$ cat config.mk
export PLATFORM = sky130hd
export DESIGN_NAME = spi_chan_seq
export DESIGN_NICKNAME = d
export VERILOG_FILES = /design/src/rtl/spi_seq_pkg.sv /design/src/rtl/spi_seq_gate.sv /design/src/rtl/spi_seq_dma.sv /design/src/rtl/spi_seq_rdmux.sv /design/src/rtl/spi_chan_seq.sv
export SDC_FILE = /design/constraint.sdc
export NUM_CORES = 1
export LEC_CHECK = 0
export ABC_AREA = 1
export BUFFER_PORTS_ARGS = -buffer_cell sky130_fd_sc_hd__buf_2
export CORE_MARGIN = 1
export CORE_UTILIZATION = 40
export CTS_CLUSTER_DIAMETER = 100
export DETAILED_ROUTE_END_ITERATION = 16
export MAX_ROUTING_LAYER = met4
export SLEW_MARGIN = 20
export SYNTH_ARGS = -nofsm -noshare
export SYNTH_HDL_FRONTEND = slang
export SYNTH_SLANG_ARGS = --single-unit
$ cat constraint.sdc
create_clock -name clk -period 2.6 [get_ports clk]
set_clock_uncertainty 0.1 [all_clocks]
set_input_delay 0.52 -clock clk [delete_from_list [all_inputs] [get_ports clk]]
set_output_delay 0.52 -clock clk [all_outputs]
set_load 0.02 [all_outputs]
$ cat src/rtl/spi_seq_pkg.sv
`timescale 1ns/1ps
package spi_seq_pkg;

    localparam int unsigned CFG_W       = 23;
    localparam int unsigned CFG_WL_LO   = 7;
    localparam int unsigned CFG_WL_W    = 5;
    localparam int unsigned CFG_MODE_LO = 12;
    localparam int unsigned CFG_DMA_TX  = 14;
    localparam int unsigned CFG_DMA_RX  = 15;
    localparam int unsigned CFG_TURBO   = 19;
    localparam int unsigned CFG_FORCE   = 20;
    localparam logic [CFG_W-1:0] CFG_RESET = 23'h060000;

    localparam int unsigned ST_RXF = 0;
    localparam int unsigned ST_TXE = 1;
    localparam int unsigned ST_EOT = 2;
    localparam int unsigned ST_W   = 3;
    localparam logic [ST_W-1:0] ST_RESET = 3'b010;

    typedef enum logic [1:0] {
        SEL_TX   = 2'd0,
        SEL_RX   = 2'd1,
        SEL_CONF = 2'd2,
        SEL_CTRL = 2'd3
    } reg_sel_e;

    typedef enum logic [1:0] {
        MODE_DUPLEX  = 2'd0,
        MODE_RX_ONLY = 2'd1,
        MODE_TX_ONLY = 2'd2,
        MODE_BAD     = 2'd3
    } xfer_mode_e;

endpackage

$ cat src/rtl/spi_seq_gate.sv
`timescale 1ns/1ps
module spi_seq_gate
    import spi_seq_pkg::*;
(
    input  logic [1:0] mode,
    input  logic       turbo,
    input  logic       rx_full,
    input  logic       tx_empty,
    output logic       rx_cond,
    output logic       tx_cond
);

    // A full receive word matters unless the channel only transmits or
    // turbo lets one more word be exchanged ahead of the read.
    always_comb begin
        rx_cond = rx_full && (mode != MODE_TX_ONLY) && !turbo;
        tx_cond = tx_empty && (mode != MODE_RX_ONLY);
    end

endmodule

$ cat src/rtl/spi_seq_dma.sv
`timescale 1ns/1ps
module spi_seq_dma
    import spi_seq_pkg::*;
(
    input  logic       en,
    input  logic       tx_dma_on,
    input  logic       rx_dma_on,
    input  logic [1:0] mode,
    input  logic       rx_full,
    input  logic       tx_empty,
    output logic       dma_tx,
    output logic       dma_rx
);

    always_comb begin
        dma_tx = en && tx_dma_on && tx_empty && (mode != MODE_RX_ONLY);
        dma_rx = en && rx_dma_on && rx_full  && (mode != MODE_TX_ONLY);
    end

endmodule

$ cat src/rtl/spi_seq_rdmux.sv
`timescale 1ns/1ps
module spi_seq_rdmux
    import spi_seq_pkg::*;
#(
    parameter int unsigned DATA_W = 32
) (
    input  logic [1:0]        sel,
    input  logic [DATA_W-1:0] tx_word,
    input  logic [DATA_W-1:0] rx_word,
    input  logic [CFG_W-1:0]  conf,
    input  logic              en,
    output logic [DATA_W-1:0] rdata
);

    always_comb begin
        unique case (reg_sel_e'(sel))
            SEL_TX:   rdata = tx_word;
            SEL_RX:   rdata = rx_word;
            SEL_CONF: rdata = DATA_W'(conf);
            default:  rdata = DATA_W'(en);
        endcase
    end

endmodule

$ cat src/rtl/spi_chan_seq.sv
`timescale 1ns/1ps
module spi_chan_seq
    import spi_seq_pkg::*;
#(
    parameter int unsigned DATA_W = 32
) (
    input  logic              clk,
    input  logic              rst_n,
    input  logic              reg_wr,
    input  logic              reg_rd,
    input  logic [1:0]        reg_sel,
    input  logic [DATA_W-1:0] reg_wdata,
    output logic [DATA_W-1:0] reg_rdata,
    input  logic              single_mode,
    output logic              xfer_start,
    output logic [DATA_W-1:0] xfer_tx,
    output logic [5:0]        xfer_wlen,
    input  logic              xfer_done,
    input  logic [DATA_W-1:0] xfer_rx,
    output logic [2:0]        status,
    output logic              evt_rx_full,
    output logic              evt_tx_empty,
    output logic              dma_tx_req,
    output logic              dma_rx_req
);

    localparam int unsigned WLEN_W = CFG_WL_W + 1;

    typedef struct packed {
        logic [CFG_W-1:0]  conf;
        logic              en;
        logic [DATA_W-1:0] tx;
        logic [DATA_W-1:0] rx;
        logic [ST_W-1:0]   stat;
        logic              busy;
        logic              pend;
        logic              start;
        logic [DATA_W-1:0] xtx;
        logic [WLEN_W-1:0] xwl;
        logic              ev_rx;
        logic              ev_tx;
    } seq_state_t;

    seq_state_t st_d, st_q;

    logic [1:0]        mode;
    logic              turbo;
    logic              force_x;
    logic [WLEN_W-1:0] wl_now;
    logic [ST_W-1:0]   stat_cmp;
    logic              cur_rx, cur_tx;
    logic              cmp_rx, cmp_tx;

    assign mode    = st_q.conf[CFG_MODE_LO +: 2];
    assign turbo   = st_q.conf[CFG_TURBO];
    assign force_x = st_q.conf[CFG_FORCE];
    assign wl_now  = WLEN_W'(st_q.conf[CFG_WL_LO +: CFG_WL_W]) + WLEN_W'(1);

    // Status as it stands once a word exchange has finished.
    always_comb begin
        stat_cmp         = st_q.stat;
        stat_cmp[ST_EOT] = 1'b1;
        stat_cmp[ST_TXE] = 1'b1;
        if (mode != MODE_TX_ONLY) begin
            stat_cmp[ST_RXF] = 1'b1;
        end
    end

    // Hold-off and event conditions on the present status.
    spi_seq_gate u_gate_cur (
        .mode     (mode),
        .turbo    (turbo),
        .rx_full  (st_q.stat[ST_RXF]),
        .tx_empty (st_q.stat[ST_TXE]),
        .rx_cond  (cur_rx),
        .tx_cond  (cur_tx)
    );

    // Event conditions on the post-completion status.
    spi_seq_gate u_gate_cmp (
        .mode     (mode),
        .turbo    (turbo),
        .rx_full  (stat_cmp[ST_RXF]),
        .tx_empty (stat_cmp[ST_TXE]),
        .rx_cond  (cmp_rx),
        .tx_cond  (cmp_tx)
    );

    always_comb begin
        st_d       = st_q;
        st_d.start = 1'b0;
        st_d.ev_rx = 1'b0;
        st_d.ev_tx = 1'b0;

        // Transfer side: finish an exchange in flight, or evaluate a
        // pending attempt when none is in flight.
        if (st_q.busy && xfer_done) begin
            st_d.rx    = xfer_rx;
            st_d.tx    = '0;
            st_d.stat  = stat_cmp;
            st_d.busy  = 1'b0;
            st_d.ev_rx = cmp_rx;
            st_d.ev_tx = cmp_tx;
        end else if (st_q.pend && !st_q.busy) begin
            st_d.pend = 1'b0;
            if (st_q.en) begin
                if (cur_rx || cur_tx) begin
                    st_d.ev_rx = cur_rx;
                    st_d.ev_tx = cur_tx;
                end else if (!single_mode || force_x) begin
                    st_d.start = 1'b1;
                    st_d.busy  = 1'b1;
                    st_d.xtx   = st_q.tx;
                    st_d.xwl   = wl_now;
                end else begin
                    st_d.tx    = '0;
                    st_d.stat  = stat_cmp;
                    st_d.ev_rx = cmp_rx;
                    st_d.ev_tx = cmp_tx;
                end
            end
        end

        // Register side: applied after the transfer side, so an access
        // in the same cycle has the last word on what it touches.
        if (reg_wr) begin
            unique case (reg_sel_e'(reg_sel))
                SEL_TX: begin
                    st_d.tx           = reg_wdata;
                    st_d.stat[ST_TXE] = 1'b0;
                    st_d.pend         = 1'b1;
                end
                SEL_CONF: begin
                    st_d.conf = reg_wdata[CFG_W-1:0];
                end
                SEL_CTRL: begin
                    if (reg_wdata[0] && !st_q.en) begin
                        st_d.en   = 1'b1;
                        st_d.pend = 1'b1;
                    end else begin
                        st_d.en = reg_wdata[0];
                    end
                end
                default: begin
                end
            endcase
        end
        if (reg_rd && (reg_sel == SEL_RX)) begin
            st_d.stat[ST_RXF] = 1'b0;
            st_d.pend         = 1'b1;
        end
    end

    always_ff @(posedge clk or negedge rst_n) begin
        if (!rst_n) begin
            st_q      <= '0;
            st_q.conf <= CFG_RESET;
            st_q.stat <= ST_RESET;
        end else begin
            st_q <= st_d;
        end
    end

    spi_seq_dma u_dma (
        .en        (st_q.en),
        .tx_dma_on (st_q.conf[CFG_DMA_TX]),
        .rx_dma_on (st_q.conf[CFG_DMA_RX]),
        .mode      (mode),
        .rx_full   (st_q.stat[ST_RXF]),
        .tx_empty  (st_q.stat[ST_TXE]),
        .dma_tx    (dma_tx_req),
        .dma_rx    (dma_rx_req)
    );

    spi_seq_rdmux #(.DATA_W(DATA_W)) u_rdmux (
        .sel     (reg_sel),
        .tx_word (st_q.tx),
        .rx_word (st_q.rx),
        .conf    (st_q.conf),
        .en      (st_q.en),
        .rdata   (reg_rdata)
    );

    assign xfer_start   = st_q.start;
    assign xfer_tx      = st_q.xtx;
    assign xfer_wlen    = st_q.xwl;
    assign status       = st_q.stat;
    assign evt_rx_full  = st_q.ev_rx;
    assign evt_tx_empty = st_q.ev_tx;

endmodule

# Word level (Yosys, flattened, before mapping)
# Index checks and enable logic that the tools add are counted.
# W data, S select, Z words.
dict set report op_classes {
  n_reduce_logical 33
  add_sub_neg 1
  eq_ne 9
  n_mux 30
  bitwise_logic 2
}
# cell count
set ops {}
lappend ops {{$mux W32} 7}
lappend ops {{$pmux W32 S3} 1}
lappend ops {{$mux W39} 2}
lappend ops {{$mux W46} 1}
lappend ops {{$mux W41} 1}
lappend ops {{$mux W40} 1}
lappend ops {{$logic_and A1 B1 Y1} 15}
lappend ops {{$mux W4} 3}
lappend ops {{$reduce_and A4 Y1} 3}
lappend ops {{$mux W1} 9}
lappend ops {{$add A5 B1 Y6 const B} 1}
lappend ops {{$mux W2} 3}
lappend ops {{$ne A2 B2 Y1 const B} 3}
lappend ops {{$ne A3 B2 Y1 const B} 2}
lappend ops {{$reduce_bool A2 Y1} 3}
lappend ops {{$reduce_bool A3 Y1} 2}
lappend ops {{$reduce_and A5 Y1} 1}
lappend ops {{$eq A2 B2 Y1 const B} 2}
lappend ops {{$logic_not A1 Y1} 4}
lappend ops {{$reduce_and A2 Y1} 2}
lappend ops {{$mux W3} 1}
lappend ops {{$eq A2 B1 Y1 const B} 1}
lappend ops {{$logic_not A2 Y1} 1}
lappend ops {{$logic_or A1 B1 Y1} 2}
lappend ops {{other kinds (3)} 4}
dict set report word_totals {
  out_inout_bits 78
  input_bits 72
  wordCells 89
  register_bits 134
}

# Longest topological paths before layout
# Gate-level depths: netlist (run 1).
dict set report logic_depth {
  depth_word 13
  ltp_mapped 9
  ltp_nobuf 9
}

# By module
# A second synthesis (run 1) with hierarchy kept.
dict set report hier_totals {
  cells_unflattened 712
  hier_area_um2 6449.9
}
# module area_each_um2 instances seq_area_each_um2 cells_each
set modules_own_cells {}
lappend modules_own_cells {spi_chan_seq 5816.8 1 3357.0 559}
lappend modules_own_cells {spi_seq_rdmux 548.0 1 0.0 133}
lappend modules_own_cells {spi_seq_gate 26.3 2 0.0 6}
lappend modules_own_cells {spi_seq_dma 32.5 1 0.0 8}

# Worst setup path after synthesis (run 1)
# OpenSTA, ideal clock, no wires.
dict set report synth_path {
  path_type {input to output}
  start {in reg_sel[1]}
  end {out reg_rdata[0]}
  required_time_ns 1.980
  arrival_ns 1.631
  slack_ns 0.349
  n_path_buf 2
  path_stages 6
  cell_sequence {inv_1 ha_1 clkbuf_1 clkbuf_1 nand2_1 a31oi_1}
}
dict set report synth_via {
  elab_chain_len 2
  elab_cells_between_ends 4
  classes_between {eq/ne (2); mux (1); reduce/logical (1)}
}
# element line
set synth_lines {}
lappend synth_lines {{start: declaration} spi_chan_seq.sv:11} ;# input logic [1:0] reg_sel,
lappend synth_lines {{$eq A2 B2 Y1, or another cell as far along} spi_seq_rdmux.sv:16} ;# unique case (reg_sel_e'(sel))
lappend synth_lines {{$pmux W32 S3 *} spi_seq_rdmux.sv:16}
lappend synth_lines {{end: declaration} spi_chan_seq.sv:13} ;# output logic [DATA_W-1:0] reg_rdata,
# Every way passes the cells marked *; elsewhere a longest branch is shown, timed or not.

# Worst setup path in the final report (run 1)
dict set report layout_path {
  start {in reg_sel[0]}
  end {out reg_rdata[0]}
}
# The elaborated chain is that of the path after synthesis.

==> results.yml, run 1 <==
outcome:
  outcome: "complete, no violations"
placement:
  dp_hpwl_um: 11700
  place_worst_setup_slack_ns: 0.302
  post-place-cells: 1079
  gp_congestion: 0.866
  placed_cell_area_um2: 7080
  port_buffers: 149
yosys:
  yosysSeqAreaShare_pct: 52.5
  synth_top_cell_by_area: "dfrtp_1"
  syn_nets: 854
  yosysWarnings: 0
  synth.avg_cell_area_um2: 8.24
  synth-seq-cells: 134
  synth_top_area_share_pct: 51.2
  synth_cells: 777
  synth_area_um2: 6400
  synth_cell_types: 29
  post_synth_main_area_contributors: "dfrtp_1 (51%), nand2_1 (23%), buf_4 (5.2%), nand3_1 (4.8%), mux2_2 (3.3%)"
flow_run:
  cap_viol_max_count: 0
drt:
  ant_nets: 0
  routed_wirelength_um: 16700
  wire_per_inst_um: 15.0
  num_vias: 5229
  drt_iter0_markers: 401
  vias_per_cell: 4.71
  dr.pass1.iters: 4
  drc_errors: 0
final_layout:
  areaGrowthSynthToFinish_pct: 19.9
  drive_above_1_share_pct: 26.2
  final_common_cell: "nand2_1"
  fin_cells: 1110
  finalInstanceArea_um2: 7670
  finalNetCount: 965
  final_cell_mix: "nand2_1 (388), buf_2 (148), dfrtp_1 (131), nand3_1 (62), inv_1 (37)"
die:
  placement_rows: 45
  die_width_um: 128
  core_area_um2: 15400
  die_area_um2: 16500
  start_util_pct: 41.5
  ioPinCount: 150
  die_h_um: 128
cts:
  hold_buffers: 1
  cts_buffers: 17
  cts_sinks: 134
  clk_latency_ns: 0.41
  tritoncts: "built"
  htree_levels: 4
  cts_resized: 0
  clock_path_buffers: 2
  worst_setup_hold_path_clk_slew_ns: 0.06
  cts_setup_buffers: 0
  root_buffer: "clkbuf_16"
critical_path:
  critPathArrivalTime_ns: 1.67
  required_ns: 1.98
  critPathKind: "primary input to output pin"
  worstPathMaxFanout: 13
  critPathLaunchType: "primary input"
  cp-end-kind: "output pin"
timing:
  finalHoldViolCount: 0
  rsz0062_at_grt: "false"
  fin_crit_ns: 2.29
  hold_slack_ns: 0.197
  slew_viol_final: 0
  relSlewSlack_pct: 57.6
  fin_ws_ns: 0.311
  worst_pin_slew_ns: 0.634
  finalSetupViolations: 0
  fin_crit_sh_pct: 88.0
  fin_tns_setup_ns: 0
  max_freq_mhz: 437
power:
  vdd_drop_max_v: 0.000456
  p_leak_nw: 4.39
  powerDensity_nw_per_um2: 1030
global_routing:
  grt_pass1_vias: 4926
  grt_usage_pct: 22.0
  grt_pass1_wl_um: 26300
  gr-total-overflow: 0
  grt_max_degree: 52
  antenna_found_initial: 1
worst_hold_path:
  min_path_type: "primary input to register"
==> power by group <==
group / leakage [nW] / internal (W) / switching [W] / total [W]
combinational: 2.42 / 0.000784 / 0.00140 / 0.00219
sequential: 1.68 / 0.00281 / 0.000494 / 0.00330
clock: 0.288 / 0.00155 / 0.000841 / 0.00239
==> registers in the layout, indices dropped and copies added (netlist names) <==
name,count
st_q,87
evt_rx_full,1
mode,2
force_x,1
xfer_start,1
status,3
xfer_wlen,6
evt_tx_empty,1
xfer_tx,32
==> routing by layer <==
layer	GRT usage, %	part of all wire, %	wire length (µm)
met5	-	0	0
met4	8.17	1.6	272
met2	33.3	47	7770
met3	5.57	5.3	879
met1	28.4	47	7770
==> worst paths after layout <==
path                                   from           end  slack (ns)  cells after the start
worst max-delay path             reg_sel[0]  reg_rdata[0]        0.31                      6
worst min-delay path            xfer_rx[29]      st_q[75]        0.20                      3
worst max register to register      mode[1]  xfer_wlen[5]        0.41                      8
worst min register to register  xfer_tx[17]   xfer_tx[17]        0.36                      2
max in group asynchronous             rst_n      st_q[82]        1.17                      3
min in group asynchronous             rst_n      st_q[71]        0.52                      2
==> area by class of cell <==
cell class | count | area [µm²]
Clock inverter | 3 | 65.1
Inverter | 40 | 153
Sequential cell | 134 | 3360
Timing Repair Buffer | 171 | 945
Clock buffer | 26 | 519
Fill cell | 1565 | 7750
Antenna cell | 1 | 2.50
Multi-Input combinational cell | 524 | 2370
Tap cell | 211 | 264
==> cells in the mapped netlist <==
library cell and instances:
buf_4 44, inv_1 37, nor2_8 1, nor2_4 1, dfstp_2 3, nand3_2 1, ha_1 5, a22o_1 1
mux2_2 19, nor2_1 10, clkbuf_1 21, nand3_4 1, o21ai_0 2, inv_2 2, dfrtp_1 131, nand2_2 5
a21oi_1 15, buf_6 7, inv_4 1, xnor2_1 1, nor3_1 1, o21ai_2 5, a21boi_0 1, a31oi_1 2
nand3b_1 1, buf_2 7, xor2_1 2, nand3_1 62, nand2_1 388
==> through the flow <==
stage | total power [W] | utilization, %
after detailed placement | 0.00554 | 45.9
after global routing | 0.00837 | 49.7
after global placement | 0.00550 | 45.9
after CTS | 0.00796 | 49.7
final | 0.00788 | 49.7
after floorplan | 0.00506 | -
==> worst max-delay path: stages <==
cell	delay, ns
buf_2	0.12
ha_1	0.35
inv_2	0.15
nor2_1	0.05
a31oi_1	0.25
buf_2	0.22
==> cell families after synthesis <==
kind of cell	share of synthesized area, %
adder cells (fa/ha/maj)	0.978
buffers and inverters	10.6
AO/OA/AOI/OAI	2.46
flip-flops	52.5
AND/OR/NAND/NOR	29.8
multiplexers	3.34
XOR/XNOR	0.411
(Power assumes the default switching activity.)
==> run 2, diff against run 1 <==
--- a/config.mk
+++ b/config.mk
@@ -8,10 +8,11 @@
 export ABC_AREA = 1
 export BUFFER_PORTS_ARGS = -buffer_cell sky130_fd_sc_hd__buf_2
 export CORE_MARGIN = 1
-export CORE_UTILIZATION = 40
+export CORE_UTILIZATION = 57
 export CTS_CLUSTER_DIAMETER = 100
 export DETAILED_ROUTE_END_ITERATION = 16
 export MAX_ROUTING_LAYER = met4
+export PLACE_DENSITY = 0.84
 export SLEW_MARGIN = 20
 export SYNTH_ARGS = -nofsm -noshare
 export SYNTH_HDL_FRONTEND = slang
==> results.yml, run 2 (same netlist as run 1, synthesis figures left out) <==
timing:
  relSlewSlack_pct: 62.4
  fin_crit_sh_pct: 87.1
  slew_viol_final: 0
  worst_pin_slew_ns: 0.564
  rsz0062_at_grt: "false"
  hold_slack_ns: 0.0923
  fin_crit_ns: 2.27
  finalHoldViolCount: 0
  finalSetupViolations: 0
  max_freq_mhz: 441
  fin_tns_setup_ns: 0
placement:
  gp_congestion: 0.908
  port_buffers: 149
  dp_hpwl_um: 10800
critical_path:
  ff2ff_setup_slack_ns: 0.47
  required_ns: 1.98
  r2r_cells: 8
  cp-end-kind: "output pin"
  r2r-start: "mode[1]"
  critPathLaunchType: "primary input"
  critPathKind: "primary input to output pin"
  worstPathMaxFanout: 24
  reg2reg_to: "xfer_tx[8]"
  critPathArrivalTime_ns: 1.65
worst_hold_path:
  min_path_type: "primary input to register"
  hold_start: "xfer_rx[24]"
  min_path_cells: 3
  whs_endpoint: "st_q[70]"
final_layout:
  areaGrowthSynthToFinish_pct: 18.6
  largest_register_ffs: 87
  largest-register: "st_q"
  final_common_cell: "nand2_1"
  final_cell_mix: "nand2_1 (388), buf_2 (148), dfrtp_1 (131), nand3_1 (62), inv_1 (37)"
  drive_above_1_share_pct: 26.4
  finalNetCount: 964
drt:
  wire_per_inst_um: 15.1
  drt_iter0_markers: 388
  drc_errors: 0
  routed_wirelength_um: 15800
  dr.pass1.iters: 7
  ant_nets: 0
  vias_per_cell: 5.21
  num_vias: 5421
global_routing:
  grt_usage_pct: 30.1
  met1_usage_pct: 38.6
  antenna_found_initial: 0
  gr-total-overflow: 0
  grt.busiest_layer: "met2"
  grt_pass1_wl_um: 25800
  grt_pass1_vias: 5269
  grt_util_met2_pct: 47.1
  grt_max_degree: 53
  grtUsageMet3_pct: 6.33
cts:
  worst_setup_hold_path_clk_slew_ns: 0.06
  cts_buffers: 17
  cts_setup_buffers: 0
  clk_latency_ns: 0.52
  root_buffer: "clkbuf_8"
  htree_levels: 4
  tritoncts: "built"
  cts_sinks: 134
  clock_path_buffers: 2
power:
  total_power_w: 0.00781
  p_leak_nw: 4.37
  vdd_drop_max_v: 0.000478
  powerDensity_nw_per_um2: 1030
die:
  core_area_um2: 10900
  die_area_um2: 11700
  ioPinCount: 150
  die_width_um: 108
  die_h_um: 108
  placement_rows: 38
  start_util_pct: 58.8
flow_run:
  cap_viol_max_count: 0
outcome:
  outcome: "complete, no violations"
run 2: changes by cell type in the layout (fill, tap and decap cells not counted):
| cell | previous run | this run |
|---|---|---|
| clkbuf_1 | 3 | 2 |
| inv_6 | 0 | 2 |
| buf_12 | 2 | 4 |
| clkinv_4 | 0 | 3 |
| clkbuf_8 | 6 | 1 |
| inv_8 | 0 | 1 |
| clkbuf_16 | 17 | 16 |
| buf_4 | 19 | 16 |
| clkinvlp_4 | 0 | 4 |
run 2: timing repair:
action	4_1_cts	5_1_grt
resized for setup	0	0
setup endpoints to repair	0	0
endpoints found under the hold margin	38	0
hold buffers	1	0
run 2: area by class of cell:
| cell class | instances | area (µm²) |
|---|---|---|
| Antenna cell | 1 | 2.50 |
| Clock buffer | 19 | 422 |
| Clock inverter | 13 | 150 |
| Fill cell | 898 | 3300 |
| Inverter | 40 | 153 |
| Multi-Input combinational cell | 524 | 2370 |
| Sequential cell | 134 | 3360 |
| Tap cell | 140 | 175 |
| Timing Repair Buffer | 170 | 962 |
run 2: where the power goes:
part | total, W | internal, W | switching (W)
clock network | 0.00231 | 0.00138 | 0.000927
registers | 0.00332 | 0.00281 | 0.000510
logic | 0.00219 | 0.000795 | 0.00140
total | 0.00781 | 0.00498 | 0.00283
run 2: worst max-delay path by stage:
stage,startpoint,endpoint,slack (ns),cells past startpoint
global route,reg_sel[0],reg_rdata[16],0.21,9
floorplan,reg_sel[1],reg_rdata[0],0.35,6
detailed placement,reg_sel[0],reg_rdata[0],0.35,7
finish,reg_sel[0],reg_rdata[0],0.33,7
global placement,reg_sel[0],reg_rdata[9],0.41,9
CTS,reg_sel[0],reg_rdata[0],0.35,7
run 2: routing by layer:
metal	up-vias	wire [µm]
li1	2587	-
met2	232	7580
met5	-	0
met1	2568	6620
met4	0	395
met3	34	1170
run 2: worst max-delay path: stages:
cell and delay, ns:
buf_2 0.12, inv_1 0.07, ha_1 0.17, buf_4 0.29, nand2_1 0.10, a31oi_1 0.17
buf_2 0.20
run 2: metrics by stage:
| step | cell area, µm² | cells | utilization [%] | worst slack, ns |
|---|---|---|---|---|
| final | 7590 | 1041 | 69.7 | 0.335 |
| after global routing | 7590 | 1040 | 69.7 | 0.205 |
| after CTS | 7590 | 1040 | 69.7 | 0.346 |
| after detailed placement | 7000 | 1007 | 64.3 | 0.353 |
| after global placement | 7000 | 1007 | 64.3 | 0.405 |
| after floorplan | 6400 | 777 | - | 0.349 |
==> run 3, diff against run 2 <==
--- a/config.mk
+++ b/config.mk
@@ -8,11 +8,11 @@
 export ABC_AREA = 1
 export BUFFER_PORTS_ARGS = -buffer_cell sky130_fd_sc_hd__buf_2
 export CORE_MARGIN = 1
-export CORE_UTILIZATION = 57
+export CORE_UTILIZATION = 54
 export CTS_CLUSTER_DIAMETER = 100
 export DETAILED_ROUTE_END_ITERATION = 16
 export MAX_ROUTING_LAYER = met4
-export PLACE_DENSITY = 0.84
+export PLACE_DENSITY = 0.8
 export SLEW_MARGIN = 20
 export SYNTH_ARGS = -nofsm -noshare
 export SYNTH_HDL_FRONTEND = slang
==> constraint.sdc (replaced) <==
create_clock -name clk -period 2.3 [get_ports clk]
set_clock_uncertainty 0.1 [all_clocks]
set_input_delay 0.46 -clock clk [delete_from_list [all_inputs] [get_ports clk]]
set_output_delay 0.46 -clock clk [all_outputs]
set_load 0.02 [all_outputs]
==> results.yml, run 3 (same netlist as run 1, synthesis figures left out) <==
outcome:
  outcome: "complete, no violations"
global_routing:
  grt_pass1_wl_um: 26100
  grt_max_degree: 62
  grt_pass1_vias: 5290
  gr-total-overflow: 0
  antenna_found_initial: 0
  grt_usage_pct: 28.0
final_layout:
  antennaDiodeCount: 0
  largest-register: "st_q"
  finalNetCount: 964
  drive_above_1_share_pct: 26.7
  final_util_pct: 67.6
  final_common_cell: "nand2_1"
  largest_register_ffs: 87
  final_cell_mix: "nand2_1 (388), buf_2 (148), dfrtp_1 (131), nand3_1 (62), inv_1 (37)"
  areaGrowthSynthToFinish_pct: 21.1
critical_path:
  ff2ff_setup_slack_ns: 0.40
  r2r_cells: 8
  cp-end-kind: "output pin"
  critPathArrivalTime_ns: 1.52
  critPathLaunchType: "primary input"
  reg2reg_to: "xfer_wlen[0]"
  required_ns: 1.74
  r2r-start: "mode[1]"
  critPathKind: "primary input to output pin"
  worstPathMaxFanout: 33
cts:
  worst_setup_hold_path_clk_slew_ns: 0.06
  hold_buffers: 1
  clk_latency_ns: 0.41
  cts_sinks: 134
  clock_path_buffers: 2
  root_buffer: "clkbuf_16"
  cts_setup_buffers: 0
  cts_buffers: 17
  cts_resized: 0
  tritoncts: "built"
  htree_levels: 4
worst_hold_path:
  min_path_cells: 3
  whs_endpoint: "st_q[74]"
  hold_start: "xfer_rx[28]"
  min_path_type: "primary input to register"
die:
  die_width_um: 111
  ioPinCount: 150
  start_util_pct: 55.8
  core_area_um2: 11500
  die_h_um: 111
  die_area_um2: 12300
  placement_rows: 39
timing:
  fin_tns_setup_ns: 0
  finalSetupViolations: 0
  fin_crit_sh_pct: 90.6
  max_freq_mhz: 480
  slew_viol_final: 0
  rsz0062_at_grt: "false"
  finalHoldViolCount: 0
  worst_pin_slew_ns: 0.496
  fin_crit_ns: 2.08
  relSlewSlack_pct: 67.0
placement:
  port_buffers: 149
  dp_hpwl_um: 11000
  gp_congestion: 0.891
drt:
  drt_iter0_markers: 443
  vias_per_cell: 5.18
  drc_errors: 0
  wire_per_inst_um: 15.3
  routed_wirelength_um: 16000
  ant_nets: 0
  num_vias: 5402
  dr.pass1.iters: 5
power:
  powerDensity_nw_per_um2: 1210
  vdd_drop_max_v: 0.000805
  p_leak_nw: 4.45
  total_power_w: 0.00935
flow_run:
  cap_viol_max_count: 0
run 3: layout make-up:
class                           count  area, µm²
Fill cell                         959       3720
Timing Repair Buffer              170       1010
Inverter                           40        153
Tap cell                          143        179
Multi-Input combinational cell    524       2370
Clock buffer                       22        494
Clock inverter                     10        189
Sequential cell                   134       3360
run 3: power breakdown:
part | switching [W] | internal, W | leakage, nW | total, W
registers | 0.000574 | 0.00317 | 1.68 | 0.00375
clock network | 0.00101 | 0.00208 | 0.333 | 0.00309
logic | 0.00160 | 0.000920 | 2.44 | 0.00252
run 3: worst max-delay path by stage:
stage / from / slack, ns / to / cells after the start
2_1_floorplan: reg_sel[1] / 0.17 / reg_rdata[0] / 6
3_3_place_gp: reg_sel[1] / 0.26 / reg_rdata[22] / 9
3_5_place_dp: reg_sel[1] / 0.22 / reg_rdata[22] / 9
4_1_cts: reg_sel[1] / 0.21 / reg_rdata[22] / 9
5_1_grt: reg_sel[1] / 0.13 / reg_rdata[23] / 7
6_report: reg_sel[1] / 0.22 / reg_rdata[22] / 9
run 3: stage by stage:
step,hold WS [ns],cells,cell area (µm²),setup slack [ns]
final,0.138,1043,7750,0.216
after global routing,0.133,1043,7750,0.133
after detailed placement,0.261,1010,7060,0.220
after global placement,0.263,1010,7060,0.261
after floorplan,0.0644,777,6400,0.169
after CTS,0.128,1043,7750,0.214
run 3: routing by layer:
metal  up-vias  track usage [%]  part of all wire (%)
li1       2594                -                     -
met1      2543             37.5                    44
met2       227             42.0                    46
met3        38             5.96                   6.9
met4         0             11.2                   2.8
met5         -                -                     0
run 3: critical path, cell delays in order:
cell	delay (ns)
buf_2	0.11
inv_1	0.07
ha_1	0.19
buf_12	0.21
nand2_1	0.09
nand3_1	0.09
nand2_1	0.07
inv_1	0.07
buf_2	0.15
